### config.mk
export PLATFORM = sky130hd
export DESIGN_NAME = debug_reg_unit
export DESIGN_NICKNAME = d
export VERILOG_FILES = /design/src/rtl/debug_reg_unit.sv
export SDC_FILE = /design/constraint.sdc
export NUM_CORES = 1
export LEC_CHECK = 0
export BUFFER_PORTS_ARGS = -buffer_cell sky130_fd_sc_hd__buf_2
export CAP_MARGIN = 25
export CORE_MARGIN = 1.5
export CORE_UTILIZATION = 45
export CTS_BUF_LIST = sky130_fd_sc_hd__clkbuf_16
export DETAILED_ROUTE_END_ITERATION = 7
export GPL_TIMING_DRIVEN = 0
export MAX_ROUTING_LAYER = met4
export PLACE_DENSITY = 0.66
export REMOVE_ABC_BUFFERS = 1
export SETUP_SLACK_MARGIN = 0.5
export SYNTH_ARGS = -nofsm -noshare
export SYNTH_HDL_FRONTEND = slang
export SYNTH_SLANG_ARGS = --single-unit
export TNS_END_PERCENT = 10
### constraint.sdc
create_clock -name clk -period 1.9 [get_ports clk]
set_input_delay 0 -clock clk [delete_from_list [all_inputs] [get_ports clk]]
set_output_delay 0 -clock clk [all_outputs]
set_load 0.05 [all_outputs]
### src/rtl/debug_reg_unit.sv
module debug_reg_unit #(
  parameter int FAMILY = 5
) (
  input  logic        clk,
  input  logic        rst_n,
  input  logic        req_valid,
  input  logic        req_is_write,
  input  logic [7:0]  modrm,
  input  logic        prot_mode,
  input  logic        v86_mode,
  input  logic [1:0]  cpl,
  input  logic        de_ext,
  input  logic [31:0] wr_data,
  output logic        done,
  output logic [31:0] rd_data,
  output logic [1:0]  exc_code,
  output logic [2:0]  gpr_sel,
  output logic [3:0]  bp_active
);
  localparam int NBP = 4;
  localparam logic [31:0] STS_KEEP = (FAMILY >= 5) ? 32'h0000_E00F : 32'h0000_F00F;
  localparam logic [31:0] STS_ONES = 32'hFFFF_0FF0;
  localparam int GD_BIT = 13;
  localparam logic [1:0] EXC_NONE = 2'd0, EXC_UD = 2'd1, EXC_GP = 2'd2, EXC_DB = 2'd3;

  logic [31:0] bp_addr [NBP];
  logic [31:0] sts, ctl;
  logic [2:0]  slot, slot_q;
  logic        wr_q;
  logic        reg_form, priv_bad, alias_bad, is_sts, is_ctl;
  logic [1:0]  exc_n;
  logic [31:0] rd_val;
  logic [NBP-1:0] bp_n;

  assign slot      = modrm[5:3];
  assign reg_form  = modrm >= 8'hC0;
  assign priv_bad  = prot_mode && (v86_mode || cpl != 2'd0);
  assign is_sts    = (slot == 3'd4) || (slot == 3'd6);
  assign is_ctl    = (slot == 3'd5) || (slot == 3'd7);
  assign alias_bad = (FAMILY >= 5) && de_ext && (slot == 3'd4 || slot == 3'd5);

  always_comb begin
    if (!reg_form)        exc_n = EXC_UD;
    else if (priv_bad)    exc_n = EXC_GP;
    else if (ctl[GD_BIT]) exc_n = EXC_DB;
    else if (alias_bad)   exc_n = EXC_UD;
    else                  exc_n = EXC_NONE;
  end

  always_comb begin
    if (!slot[2])    rd_val = bp_addr[slot[1:0]];
    else if (is_sts) rd_val = (sts & STS_KEEP) | STS_ONES;
    else             rd_val = ctl;
  end

  for (genvar i = 0; i < NBP; i++) begin : g_bp
    assign bp_n[i] = wr_data[2*i] | wr_data[2*i+1];
  end

  always_ff @(posedge clk or negedge rst_n) begin
    if (!rst_n) begin
      for (int i = 0; i < NBP; i++) bp_addr[i] <= '0;
      sts       <= '0;
      ctl       <= '0;
      bp_active <= '0;
      done      <= 1'b0;
      rd_data   <= '0;
      exc_code  <= EXC_NONE;
      gpr_sel   <= '0;
      slot_q    <= '0;
      wr_q      <= 1'b0;
    end else begin
      done <= req_valid;
      if (req_valid) begin
        exc_code <= exc_n;
        gpr_sel  <= modrm[2:0];
        slot_q   <= slot;
        wr_q     <= req_is_write;
        rd_data  <= (exc_n == EXC_NONE && !req_is_write) ? rd_val : '0;
        if (exc_n == EXC_DB) begin
          sts[GD_BIT] <= 1'b1;
          ctl[GD_BIT] <= 1'b0;
        end else if (exc_n == EXC_NONE && req_is_write) begin
          if (!slot[2]) bp_addr[slot[1:0]] <= wr_data;
          else if (is_sts) sts <= wr_data;
          else if (is_ctl) begin
            ctl       <= wr_data;
            bp_active <= bp_n;
          end
        end
      end
    end
  end


  done_pulse_chk: assert property (@(posedge clk) disable iff (!rst_n)
    req_valid |=> done);

  done_idle_chk: assert property (@(posedge clk) disable iff (!rst_n)
    !req_valid |=> !done);

  ud_form_chk: assert property (@(posedge clk) disable iff (!rst_n)
    req_valid && modrm < 8'hC0 |=> exc_code == EXC_UD);

  gp_priv_chk: assert property (@(posedge clk) disable iff (!rst_n)
    req_valid && modrm >= 8'hC0 && prot_mode && (v86_mode || cpl != 2'd0) |=> exc_code == EXC_GP);

  gd_trap_chk: assert property (@(posedge clk) disable iff (!rst_n)
    req_valid && !priv_bad && reg_form && ctl[GD_BIT] |=> exc_code == EXC_DB && !ctl[GD_BIT] && sts[GD_BIT]);

  sts_view_chk: assert property (@(posedge clk) disable iff (!rst_n)
    done && exc_code == EXC_NONE && !wr_q && (slot_q == 3'd4 || slot_q == 3'd6)
      |-> rd_data[31:16] == 16'hFFFF && rd_data[11:4] == 8'hFF);

  bp_stable_chk: assert property (@(posedge clk) disable iff (!rst_n)
    !$stable(bp_active) |-> $past(req_valid && req_is_write));
endmodule

## Word level (Yosys, flattened, before mapping)

Cells that the tools add are included.

| storage, ports and cells | value |
|---|---|
| flip-flop bits (word level) | 218 |
| latch bits | 0 |
| memory bits (writable) | 0 |
| memory bits (read-only) | 0 |
| input port bits | 49 |
| memories kept | 0 |

| operators by class | value |
|---|---|
| $add $sub $neg | 0 |
| multipliers | 0 |
| divide/modulo/power cells | 0 |
| magnitude comparators | 3 |
| equality and inequality tests | 6 |
| shift operators | 0 |
| multiplexer cells | 22 |
| bitwise logic cells | 8 |
| reductions and logical operators | 21 |

Operator list:

| operator | number |
|---|---|
| $mux 32 | 6 |
| $bwmux 128 | 1 |
| $mux 14 | 7 |
| $bmux 32 s2 | 1 |
| $demux 32 s2 | 1 |
| $eq 3x3->1 const B | 4 |
| $reduce_and 5->1 | 2 |
| $reduce_bool 2->1 | 5 |
| $ge 8x8->1 const B | 1 |
| $reduce_and 4->1 | 2 |
| $mux 2 | 3 |
| $reduce_and 6->1 | 1 |
| $logic_and 1x1->1 | 5 |
| $logic_or 1x1->1 | 4 |
| $or 1x1->1 | 4 |
| $ge 3x3->1 const B | 1 |
| $lt 3x1->1 const B | 1 |
| $mux 1 | 3 |
| $not 1->1 | 3 |
| $not 2->3 | 1 |
| $eq 2x2->1 const B | 1 |
| $logic_not 2->1 | 1 |
| $ne 2x1->1 const B | 1 |
| $logic_not 1->1 | 1 |

## Logic depth before layout (Yosys ltp)

Gate-level depths: netlist of the first run.

| logic depth | value |
|---|---|
| depth after elaboration | 11 |
| mapped depth | 7 |

## Worst setup path before layout of the first run

Ideal clock, no wire load.

| path | value |
|---|---|
| path type | reg2reg |
| from | register ctl[13] |
| to | register bp_addr[97] in the netlist's numbering |
| library setup time | 0.125 ns |
| arrival | 1.630 ns |
| data required time | 1.775 ns |
| path slack | 0.145 ns |
| cell stages (with the launch flop) | 6 |
| path buffers | 1 |
| clock period less this slack | 1.755 ns |
| cell sequence | dfrtp_1 or3b_1 nor3b_2 nand2_2 buf_6 mux2_4 |

| between the ends | value |
|---|---|
| cells in the longest elaborated chain, start to end | 6 |

Ends and longest elaborated chain:

| what | line | source |
|---|---|---|
| start, declared | 27 | `logic [31:0] sts, ctl;` |
| start signal, assigned | 87 | `ctl <= wr_data;` |
| $mux 2 * | 45 | `else if (ctl[GD_BIT]) exc_n = EXC_DB;` |
| $mux 2 * | 44 | `else if (priv_bad) exc_n = EXC_GP;` |
| $mux 2 * | 43 | `if (!reg_form) exc_n = EXC_UD;` |
| $eq 2x2->1 / $logic_not 2->1 (equally long branches) | 80, 83 |  |
| $not 1->1 (no line) / $logic_and 1x1->1 (equally long branches) | - |  |
| $reduce_and 4->1 (no line) * | - |  |
| end signal, assigned by index | 84 | `if (!slot[2]) bp_addr[slot[1:0]] <= wr_data;` |
| end, declared | 26 | `logic [31:0] bp_addr [NBP];` |

Mark *: on every way between the ends. The rest lies on a longest branch, timed or not.
A chain may end at the register's enable or synchronous reset.

## Worst setup path after layout of the first run

| path | value |
|---|---|
| from | register ctl[13] |
| to | register bp_addr[32] in the netlist's numbering |

Same word-level chain as after synthesis.

==> results.json, run 1 <==
{
  "status": "finished, violations left",
  "violations": "negative setup slack",
  "skew_ns": 0.0104,
  "final.period_utilization": 1.03,
  "max-cap-violations": 0,
  "cts_tree": "yes",
  "topRoutingLayerUsed": "met4",
  "numCtsBuffers": 22,
  "nets": 860,
  "r2r_end": "bp_addr[32]$_DFFE_PN0P_",
  "synthCells": 666,
  "r2r_cells": 5,
  "drcViolationCount": 0,
  "tightest_slew_ns": 0.833,
  "cts.htree.levels": 1,
  "crit_type": "register to register",
  "die-area_sq_um": 21200,
  "syn_area_sq_um": 9130,
  "place_area_sq_um": 9900,
  "avgViaCountPerCell": 5.55,
  "hold_viol_final": 0,
  "wl_met1_um": 10600,
  "antenna_found_initial": 0,
  "crit_fanout": 8,
  "setup_viol": 63,
  "finalNonFillerCells": 1089,
  "yosysWarnings": 0,
  "critPathRequiredTime_ns": 2.28,
  "leakage_uw": 0.00587,
  "grt_max_degree": 127,
  "final-max-slew-violation-count": 0,
  "ys_ff_latch": 209,
  "ys_types": 36,
  "cp-start-kind": "register",
  "wl_um": 24000,
  "fin_ws_ns": -0.0503,
  "root_buffer": "clkbuf_16",
  "grt_pass1_vias": 6684,
  "syn_to_final_growth_pct": 31.5,
  "startpoint": "ctl[13]$_DFFE_PN0P_",
  "path_clk_slew_ns": 0.06,
  "ant_nets": 0,
  "max_clock_freq_mhz": 513,
  "dp_slack_ns": -1.31,
  "die_w_um": 145,
  "finish.instance_area_sq_um": 12000,
  "first_iter_violations": 391,
  "dr_wl_met2_um": 11400,
  "period_needed_ns": 1.95,
  "slowest_stage": "or3b_4",
  "drt-pass1-iter-count": 4,
  "grt_usage": 0.231,
  "vdd_drop_max_v": 0.000652,
  "drive_gt1_frac": 0.436,
  "area.sequential_sq_um": 5230,
  "hold_class": "input port to register",
  "crit_chain": "or3b_4, nor3b_4, buf_8, nand2_4, mux2_2",
  "start_util": 0.465,
  "rows": 51,
  "endpoint": "bp_addr[32]$_DFFE_PN0P_",
  "n_fill_cell": 1473,
  "placed_cells": 987,
  "insertion_delay_ns": 0.50,
  "die_h_um": 145,
  "core_area_sq_um": 19700,
  "routabilityCongestion": 0.782,
  "grt_pass1_wl_um": 37400,
  "wl_met3_um": 1440,
  "r2r_setup_slack_ns": -0.05,
  "vias": 6049,
  "post_drt_wl_per_cell_um": 22.0,
  "multi_input_area_sq_um": 4250,
  "cp_slowest_stage_delay_ns": 0.42,
  "overflow": 0,
  "r2r_start": "ctl[13]$_DFFE_PN0P_",
  "critPathCaptureType": "register",
  "relSlewSlack": 0.443,
  "p_per_area_nw_per_um2": 887,
  "ys_seq_area_frac": 0.573,
  "hpwl_um": 12800,
  "syn_area_per_cell_sq_um": 13.7,
  "port_buffers": 90,
  "rsz0062_at_grt": "true",
  "cts.sinks": 209,
  "clock_path_buffers": 3,
  "ios": 91,
  "antenna_cells": 0,
  "cp.arrival_ns": 2.33
}
[placed cells by master, fill, tap and decap left out, drive strengths merged]
| master | synthesis | layout |
|---|---|---|
| bufinv | 0 | 2 |
| a41oi | 1 | 1 |
| o21bai | 1 | 1 |
| dfrtp | 209 | 209 |
| dlygate4sd3 | 0 | 40 |
| inv | 36 | 42 |
| o21ai | 37 | 37 |
| a22oi | 31 | 31 |
| o22ai | 33 | 33 |
| a21oi | 1 | 1 |
| a22o | 1 | 1 |
| nor3 | 1 | 1 |
| nor2 | 10 | 10 |
| mux2i | 64 | 64 |
| o31ai | 5 | 5 |
| nand4 | 1 | 1 |
| nor3b | 1 | 1 |
| a2bb2oi | 1 | 1 |
| nand2 | 6 | 10 |
| clkbuf | 15 | 25 |
| nor2b | 2 | 2 |
| and3 | 1 | 1 |
| or3 | 1 | 1 |
| or2 | 1 | 1 |
| o31a | 1 | 1 |
| or3b | 1 | 1 |
| mux2 | 175 | 175 |
| a31oi | 1 | 1 |
| nand2b | 2 | 2 |
| clkinv | 0 | 6 |
| buf | 27 | 117 |
[sequential cells by signal (all words and copies together), names as in the netlist]
| name | cells |
|---|---|
| sts | 7 |
| bp_active | 4 |
| bp_addr | 128 |
| exc_code | 2 |
| ctl | 32 |
| rd_data | 32 |
| gpr_sel | 3 |
| done | 1 |
[layer usage]
metal  global-route usage  vias to the layer above
li1                     -                     2700
met1                0.304                     3123
met2                0.374                      180
met3               0.0339                       46
met4               0.0633                        0
met5                    -                        -
[area by class of cell]
class / count / area share
Sequential cell: 209 / 0.436
Multi-Input combinational cell: 383 / 0.354
Timing Repair Buffer: 159 / 0.114
Clock buffer: 23 / 0.0479
Tap cell: 265 / 0.0276
Inverter: 36 / 0.0113
Clock inverter: 14 / 0.00896
[power by group]
| part | internal, uW | total (uW) | leakage, uW | switching, uW |
|---|---|---|---|---|
| registers | 4850 | 5070 | 0.00283 | 222 |
| clock network | 2430 | 4090 | 0.000358 | 1660 |
| logic | 764 | 1480 | 0.00269 | 719 |
| total | 8050 | 10600 | 0.00587 | 2600 |
[synthesized netlist by cell type (all sizes together)]
master,number,area [sq um]
o22ai,33,206
nor2,10,42.5
a41oi,1,8.76
nand2,6,27.5
o21bai,1,7.51
nor3b,1,12.5
dfrtp,209,5230
a31oi,1,6.26
buf,27,186
or2,1,6.26
a21oi,1,5.00
a22o,1,8.76
nor3,1,10.0
or3b,1,8.76
clkbuf,15,56.3
and3,1,6.26
nand4,1,6.26
inv,36,135
or3,1,6.26
a2bb2oi,1,8.76
o31ai,5,42.5
o21ai,37,185
nand2b,2,12.5
a22oi,31,233
mux2,175,2010
mux2i,64,641
o31a,1,8.76
nor2b,2,12.5
[worst max-delay path, delay by kind of cell (launching register included)]
| family | cells | cell delay (ns) |
|---|---|---|
| DFF | 1 | 0.40 |
| buffers and inverters | 1 | 0.22 |
| and+or+nand+nor | 3 | 0.84 |
| muxes | 1 | 0.35 |
[worst min-delay path by stage]
stage / startpoint / end / slack (ns) / cells past startpoint
floorplan: rst_n / bp_active[0]$_DFFE_PN0P_ / -0.30 / 0
global placement: modrm[2] / gpr_sel[2]$_DFFE_PN0P_ / 0.23 / 2
detailed placement: rst_n / rd_data[26]$_DFFE_PN0P_ / 0.04 / 1
CTS: de_ext / exc_code[0]$_DFFE_PN0P_ / -0.03 / 5
global route: de_ext / exc_code[0]$_DFFE_PN0P_ / 0.04 / 5
finish: de_ext / exc_code[0]$_DFFE_PN0P_ / 0.002 / 5
[cell families (layout without fill, tap and decap cells)]
logic type	after synthesis	after routing	share of synthesized area
compound gates	113	113	0.0789
buf+inv	78	232	0.0414
flops	209	209	0.573
mux	239	239	0.290
simple gates	27	31	0.0166
[through the flow]
stage               utilization  total power [uW]  hold slack [ns]  setup TNS, ns
global placement          0.492              6200            0.235       -1103.60
detailed placement        0.504              6330           0.0403        -179.72
CTS                       0.605             10700          -0.0320         -0.134
finish                    0.611             10600          0.00239          -1.85
global route              0.611             11100           0.0401          -4.71
floorplan                     -              5810           -0.296         -84.45
[what timing repair did]
action,CTS,global route
endpoints found under the setup margin,203,203
resized for setup,153,16
pin swaps,40,7
gates cloned,6,2
buffers inserted,16,1
endpoints found under the hold margin,260,0
hold buffers,40,0
Note: power is estimated with default switching activity, not from simulation.
==> run 2: changes to the inputs <==
Settings changed: REMOVE_ABC_BUFFERS 1 to default.
==> results.json, run 2 (synthesis results as in run 1) <==
{
  "first_iter_violations": 287,
  "place_area_sq_um": 9960,
  "overflow": 0,
  "final.period_utilization": 1.00,
  "port_buffers": 89,
  "cp.buffers_inverters": 4,
  "start_util": 0.465,
  "skew_ns": 0.0157,
  "syn_to_final_growth_pct": 27.9,
  "grt_max_degree": 119,
  "drive_gt1_frac": 0.423,
  "mostFrequentLayoutCells": "208 x dfrtp_1, 138 x mux2_2, 95 x buf_2",
  "cpLargestDelayFamily": "buffers and inverters",
  "n_fill_cell": 1564,
  "post_drt_wl_per_cell_um": 20.6,
  "hold_viol_final": 0,
  "max-cap-violations": 0,
  "antenna_found_initial": 1,
  "fin_ws_ns": -0.00819,
  "r2r_setup_slack_ns": -0.008,
  "avgViaCountPerCell": 5.40,
  "period_needed_ns": 1.91,
  "rows": 51,
  "relSlewSlack": 0.403,
  "routabilityCongestion": 0.791,
  "hold_class": "input port to register",
  "cts.sinks": 209,
  "drt-pass1-iter-count": 4,
  "ios": 91,
  "cts.htree.levels": 1,
  "wl_um": 23300,
  "tightest_slew_ns": 0.896,
  "cp_num_cells": 8,
  "crit_fanout": 5,
  "vdd_drop_max_v": 0.000727,
  "dp_slack_ns": -0.188,
  "vias": 6115,
  "final-max-slew-violation-count": 0,
  "grt_pass1_wl_um": 36300,
  "r2r_cells": 8,
  "cp.arrival_ns": 2.29,
  "final_util": 0.595,
  "crit_type": "register to register",
  "insertion_delay_ns": 0.51,
  "status": "finished, violations left",
  "synth_nets": 715,
  "clock_path_buffers": 3,
  "setup_viol": 5,
  "holdPathStages": 3,
  "top_regs": "bp_addr x128, ctl x32, rd_data x32",
  "die-area_sq_um": 21200,
  "grt_usage": 0.225,
  "nets": 898,
  "critPathRequiredTime_ns": 2.28,
  "root_buffer": "clkbuf_16",
  "crit_chain": "nor2b_1, nand4_1, buf_4, nor2_4, buf_6, buf_12, buf_16, mux2_2",
  "critPathCaptureType": "register",
  "numCtsBuffers": 23,
  "grt_pass1_vias": 6671,
  "final_common_cell": "dfrtp_1",
  "max_clock_freq_mhz": 524,
  "p_per_area_nw_per_um2": 908,
  "cp_slowest_stage_delay_ns": 0.44,
  "cts_tree": "yes",
  "path_clk_slew_ns": 0.06,
  "finish.instance_area_sq_um": 11700,
  "cp-start-kind": "register",
  "max_flop_register": "bp_addr",
  "violations": "negative setup slack",
  "die_w_um": 145,
  "hpwl_um": 14500,
  "ant_nets": 0,
  "die_h_um": 145,
  "slowest_stage": "dfrtp_2",
  "finalNonFillerCells": 1132,
  "rsz0062_at_grt": "true",
  "leakage_uw": 0.00579,
  "placed_cells": 1021,
  "largest_reg_flops": 128,
  "core_area_sq_um": 19700,
  "drcViolationCount": 0
}
-- run 2: cell types whose count changed in the layout (fill, tap and decap cells not counted), sizes merged --
| cell | change |
|---|---|
| nand2 | -4 |
| clkbuf | +15 |
| clkinv | +4 |
| inv | +1 |
| diode | +1 |
| buf | +26 |
-- run 2: worst min-delay path, cell delays in order --
cell and delay, ns:
buf_2 0.07, and3_1 0.27, a21oi_1 0.11
-- run 2: power by group --
group	switching [uW]	internal, uW
registers	206	4850
clock network	1740	2480
logic	691	636
-- run 2: path summary, 6_finish.rpt --
path / to / from
min in group asynchronous: gpr_sel[0]$_DFFE_PN0P_ / rst_n
setup reg to reg: bp_addr[67]$_DFFE_PN0P_ / ctl[13]$_DFFE_PN0P_
setup / recovery: bp_addr[67]$_DFFE_PN0P_ / ctl[13]$_DFFE_PN0P_
hold / removal: exc_code[0]$_DFFE_PN0P_ / modrm[6]
hold reg to reg: ctl[9]$_DFFE_PN0P_ / ctl[9]$_DFFE_PN0P_
max in group asynchronous: ctl[13]$_DFFE_PN0P_ / rst_n
-- run 2: layout make-up --
cell class / instances / area, sq um / share of cell area
Inverter: 36 / 135 / 0.0116
Multi-Input combinational cell: 379 / 3690 / 0.316
Timing Repair Buffer: 158 / 1190 / 0.102
Tap cell: 265 / 332 / 0.0284
Buffer: 42 / 378 / 0.0323
Clock inverter: 19 / 148 / 0.0126
Antenna cell: 1 / 2.50 / 0.000214
Clock buffer: 23 / 576 / 0.0493
Sequential cell: 209 / 5230 / 0.448
-- run 2: metrics by stage --
step,hold slack (ns),TNS (ns),total power [uW]
2_1_floorplan,-0.296,0,5870
3_3_place_gp,0.175,-509.14,6230
3_5_place_dp,0.0628,-10.04,6320
4_1_cts,-0.00912,0,10700
5_1_grt,0.0388,-2.93,11000
6_report,0.00275,-0.0286,10600
-- run 2: what timing repair did --
action,in CTS,in global routing
buffers inserted,13,12
hold buffers,39,1
gates resized for setup,29,57
endpoints found under the setup margin,198,203
endpoints found under the hold margin,267,1
pin swaps,4,4
gates cloned,1,2
-- run 2: per-layer routing --
| metal | part of all wire | global-route usage | vias up |
|---|---|---|---|
| li1 | - | - | 2783 |
| met4 | 0.020 | 0.0643 | 0 |
| met3 | 0.048 | 0.0339 | 36 |
| met1 | 0.43 | 0.285 | 3145 |
| met2 | 0.50 | 0.377 | 151 |
| met5 | 0 | - | - |
==> run 3: changes to the inputs <==
Settings changed: CORE_UTILIZATION 45 to 32, PLACE_DENSITY 0.66 to default, RECOVER_POWER from default to 25.
==> results.json, run 3 (synthesis results as in run 1) <==
{
  "period_needed_ns": 1.89,
  "core_area_sq_um": 27900,
  "crit_fanout": 10,
  "nets": 900,
  "clock_path_buffers": 3,
  "port_buffers": 89,
  "p_per_area_nw_per_um2": 860,
  "vias": 6120,
  "max_clock_freq_mhz": 528,
  "avgViaCountPerCell": 4.90,
  "final.period_utilization": 0.996,
  "post_drt_wl_per_cell_um": 19.4,
  "placed_cells": 1135,
  "r2r_start": "ctl[13]$_DFFE_PN0P_",
  "routabilityCongestion": 0.765,
  "hold_class": "input port to async pin",
  "mostFrequentLayoutCells": "208 x dfrtp_1, 95 x mux2_4, 94 x buf_2",
  "critPathCaptureType": "register",
  "synth_nets": 715,
  "crit_type": "register to register",
  "largest_reg_flops": 128,
  "final_util": 0.445,
  "cts.sinks": 209,
  "ios": 91,
  "start_util": 0.327,
  "grt_usage": 0.164,
  "numCtsBuffers": 24,
  "grt_pass1_vias": 6185,
  "hold_viol_final": 0,
  "grt_max_degree": 92,
  "cp-start-kind": "register",
  "hpwl_um": 14500,
  "critPathRequiredTime_ns": 2.30,
  "skew_ns": 0.00606,
  "setup_viol": 0,
  "wl_um": 24300,
  "path_clk_slew_ns": 0.06,
  "ant_nets": 0,
  "syn_to_final_growth_pct": 36.0,
  "vdd_drop_max_v": 0.000589,
  "die_h_um": 172,
  "cp.arrival_ns": 2.29,
  "finalNonFillerCells": 1250,
  "cts.htree.levels": 1,
  "tightest_slew_ns": 1.10,
  "status": "complete, no violations",
  "drive_gt1_frac": 0.460,
  "root_buffer": "clkbuf_16",
  "n_fill_cell": 2562,
  "slowest_stage": "dfrtp_2",
  "cts_tree": "yes",
  "antenna_found_initial": 3,
  "total_power_uw": 10700,
  "overflow": 0,
  "max-cap-violations": 0,
  "max_flop_register": "bp_addr",
  "drt-pass1-iter-count": 4,
  "final-max-slew-violation-count": 0,
  "relSlewSlack": 0.269,
  "final_common_cell": "dfrtp_1",
  "die_w_um": 172,
  "grt_pass1_wl_um": 35800,
  "first_iter_violations": 334,
  "cpLargestDelayFamily": "simple AND/OR/NAND/NOR gates",
  "rsz0062_at_grt": "true",
  "drcViolationCount": 0,
  "startpoint": "ctl[13]$_DFFE_PN0P_",
  "cp_slowest_stage_delay_ns": 0.42,
  "cp.buffers_inverters": 1,
  "crit_chain": "or3b_4, nor3b_4, nand2_4, buf_6, mux2_4",
  "rows": 61,
  "leakage_uw": 0.00596,
  "insertion_delay_ns": 0.51,
  "die-area_sq_um": 29600,
  "top_regs": "bp_addr x128, ctl x32, rd_data x32"
}
run 3: cell types whose count changed in the layout (fill, tap and decap cells not counted), sizes merged:
cell / change
clkbuf: +4
clkinv: +4
bufinv: -2
diode: +2
inv: -2
buf: -1
run 3: final cells by class:
type | count | area, sq um | share of cell area
diodes | 3 | 7.51 | 0.000605
plain buffers | 42 | 417 | 0.0336
clock buffers | 25 | 626 | 0.0504
clock inverters | 19 | 83.8 | 0.00675
inverters | 36 | 135 | 0.0109
multi-input cells | 379 | 4150 | 0.334
flip-flops and latches | 209 | 5230 | 0.421
well taps | 378 | 473 | 0.0381
repair buffers | 159 | 1300 | 0.105
run 3: per-layer routing:
layer,vias up,track usage,wire (um)
li1,2780,-,-
met3,32,0.0291,1130
met2,122,0.257,11200
met5,-,-,0
met4,0,0.0435,422
met1,3186,0.220,11500
run 3: worst reg2reg max path, stage by stage, from the launching register on:
cell	delay, ns
dfrtp_2	0.42
or3b_4	0.39
nor3b_4	0.32
nand2_4	0.14
buf_6	0.19
mux2_4	0.30
run 3: path summary, 6_finish.rpt:
kind                                                 end  slack, ns  depth (start not counted)
worst max-delay path            bp_addr[111]$_DFFE_PN0P_      0.007                          5
worst min-delay path              gpr_sel[2]$_DFFE_PN0P_      0.009                          2
worst max register to register  bp_addr[111]$_DFFE_PN0P_      0.007                          5
worst min register to register  bp_active[2]$_DFFE_PN0P_       0.48                          2
max in group asynchronous        bp_addr[50]$_DFFE_PN0P_       0.74                          4
min in group clk                     sts[13]$_DFFE_PN0P_       0.03                          4
run 3: power by group:
part           internal [uW]  switching [uW]  total (uW)
Clock                   2370            1810        4170
Sequential              4850             198        5050
Combinational            735             730        1470
run 3: through the flow:
stage	worst slack, ns	cell area, sq um	hold slack [ns]	TNS (ns)
global placement	-2.93	10100	0.127	-614.40
CTS	0.0364	11500	-0.00529	0
detailed placement	-0.143	10100	-0.0324	-9.80
floorplan	0.174	9140	-0.296	0
finish	0.00720	12400	0.00884	0
global route	-0.0445	12400	0.0389	-0.304
run 3: what timing repair did:
action                                 CTS  global route
gates cloned                             2             4
hold buffers                            40             0
pin swaps                                5            16
endpoints found under the hold margin  295             0
setup buffers                           14             8
resized for setup                       25           185
setup endpoints to repair              197           203
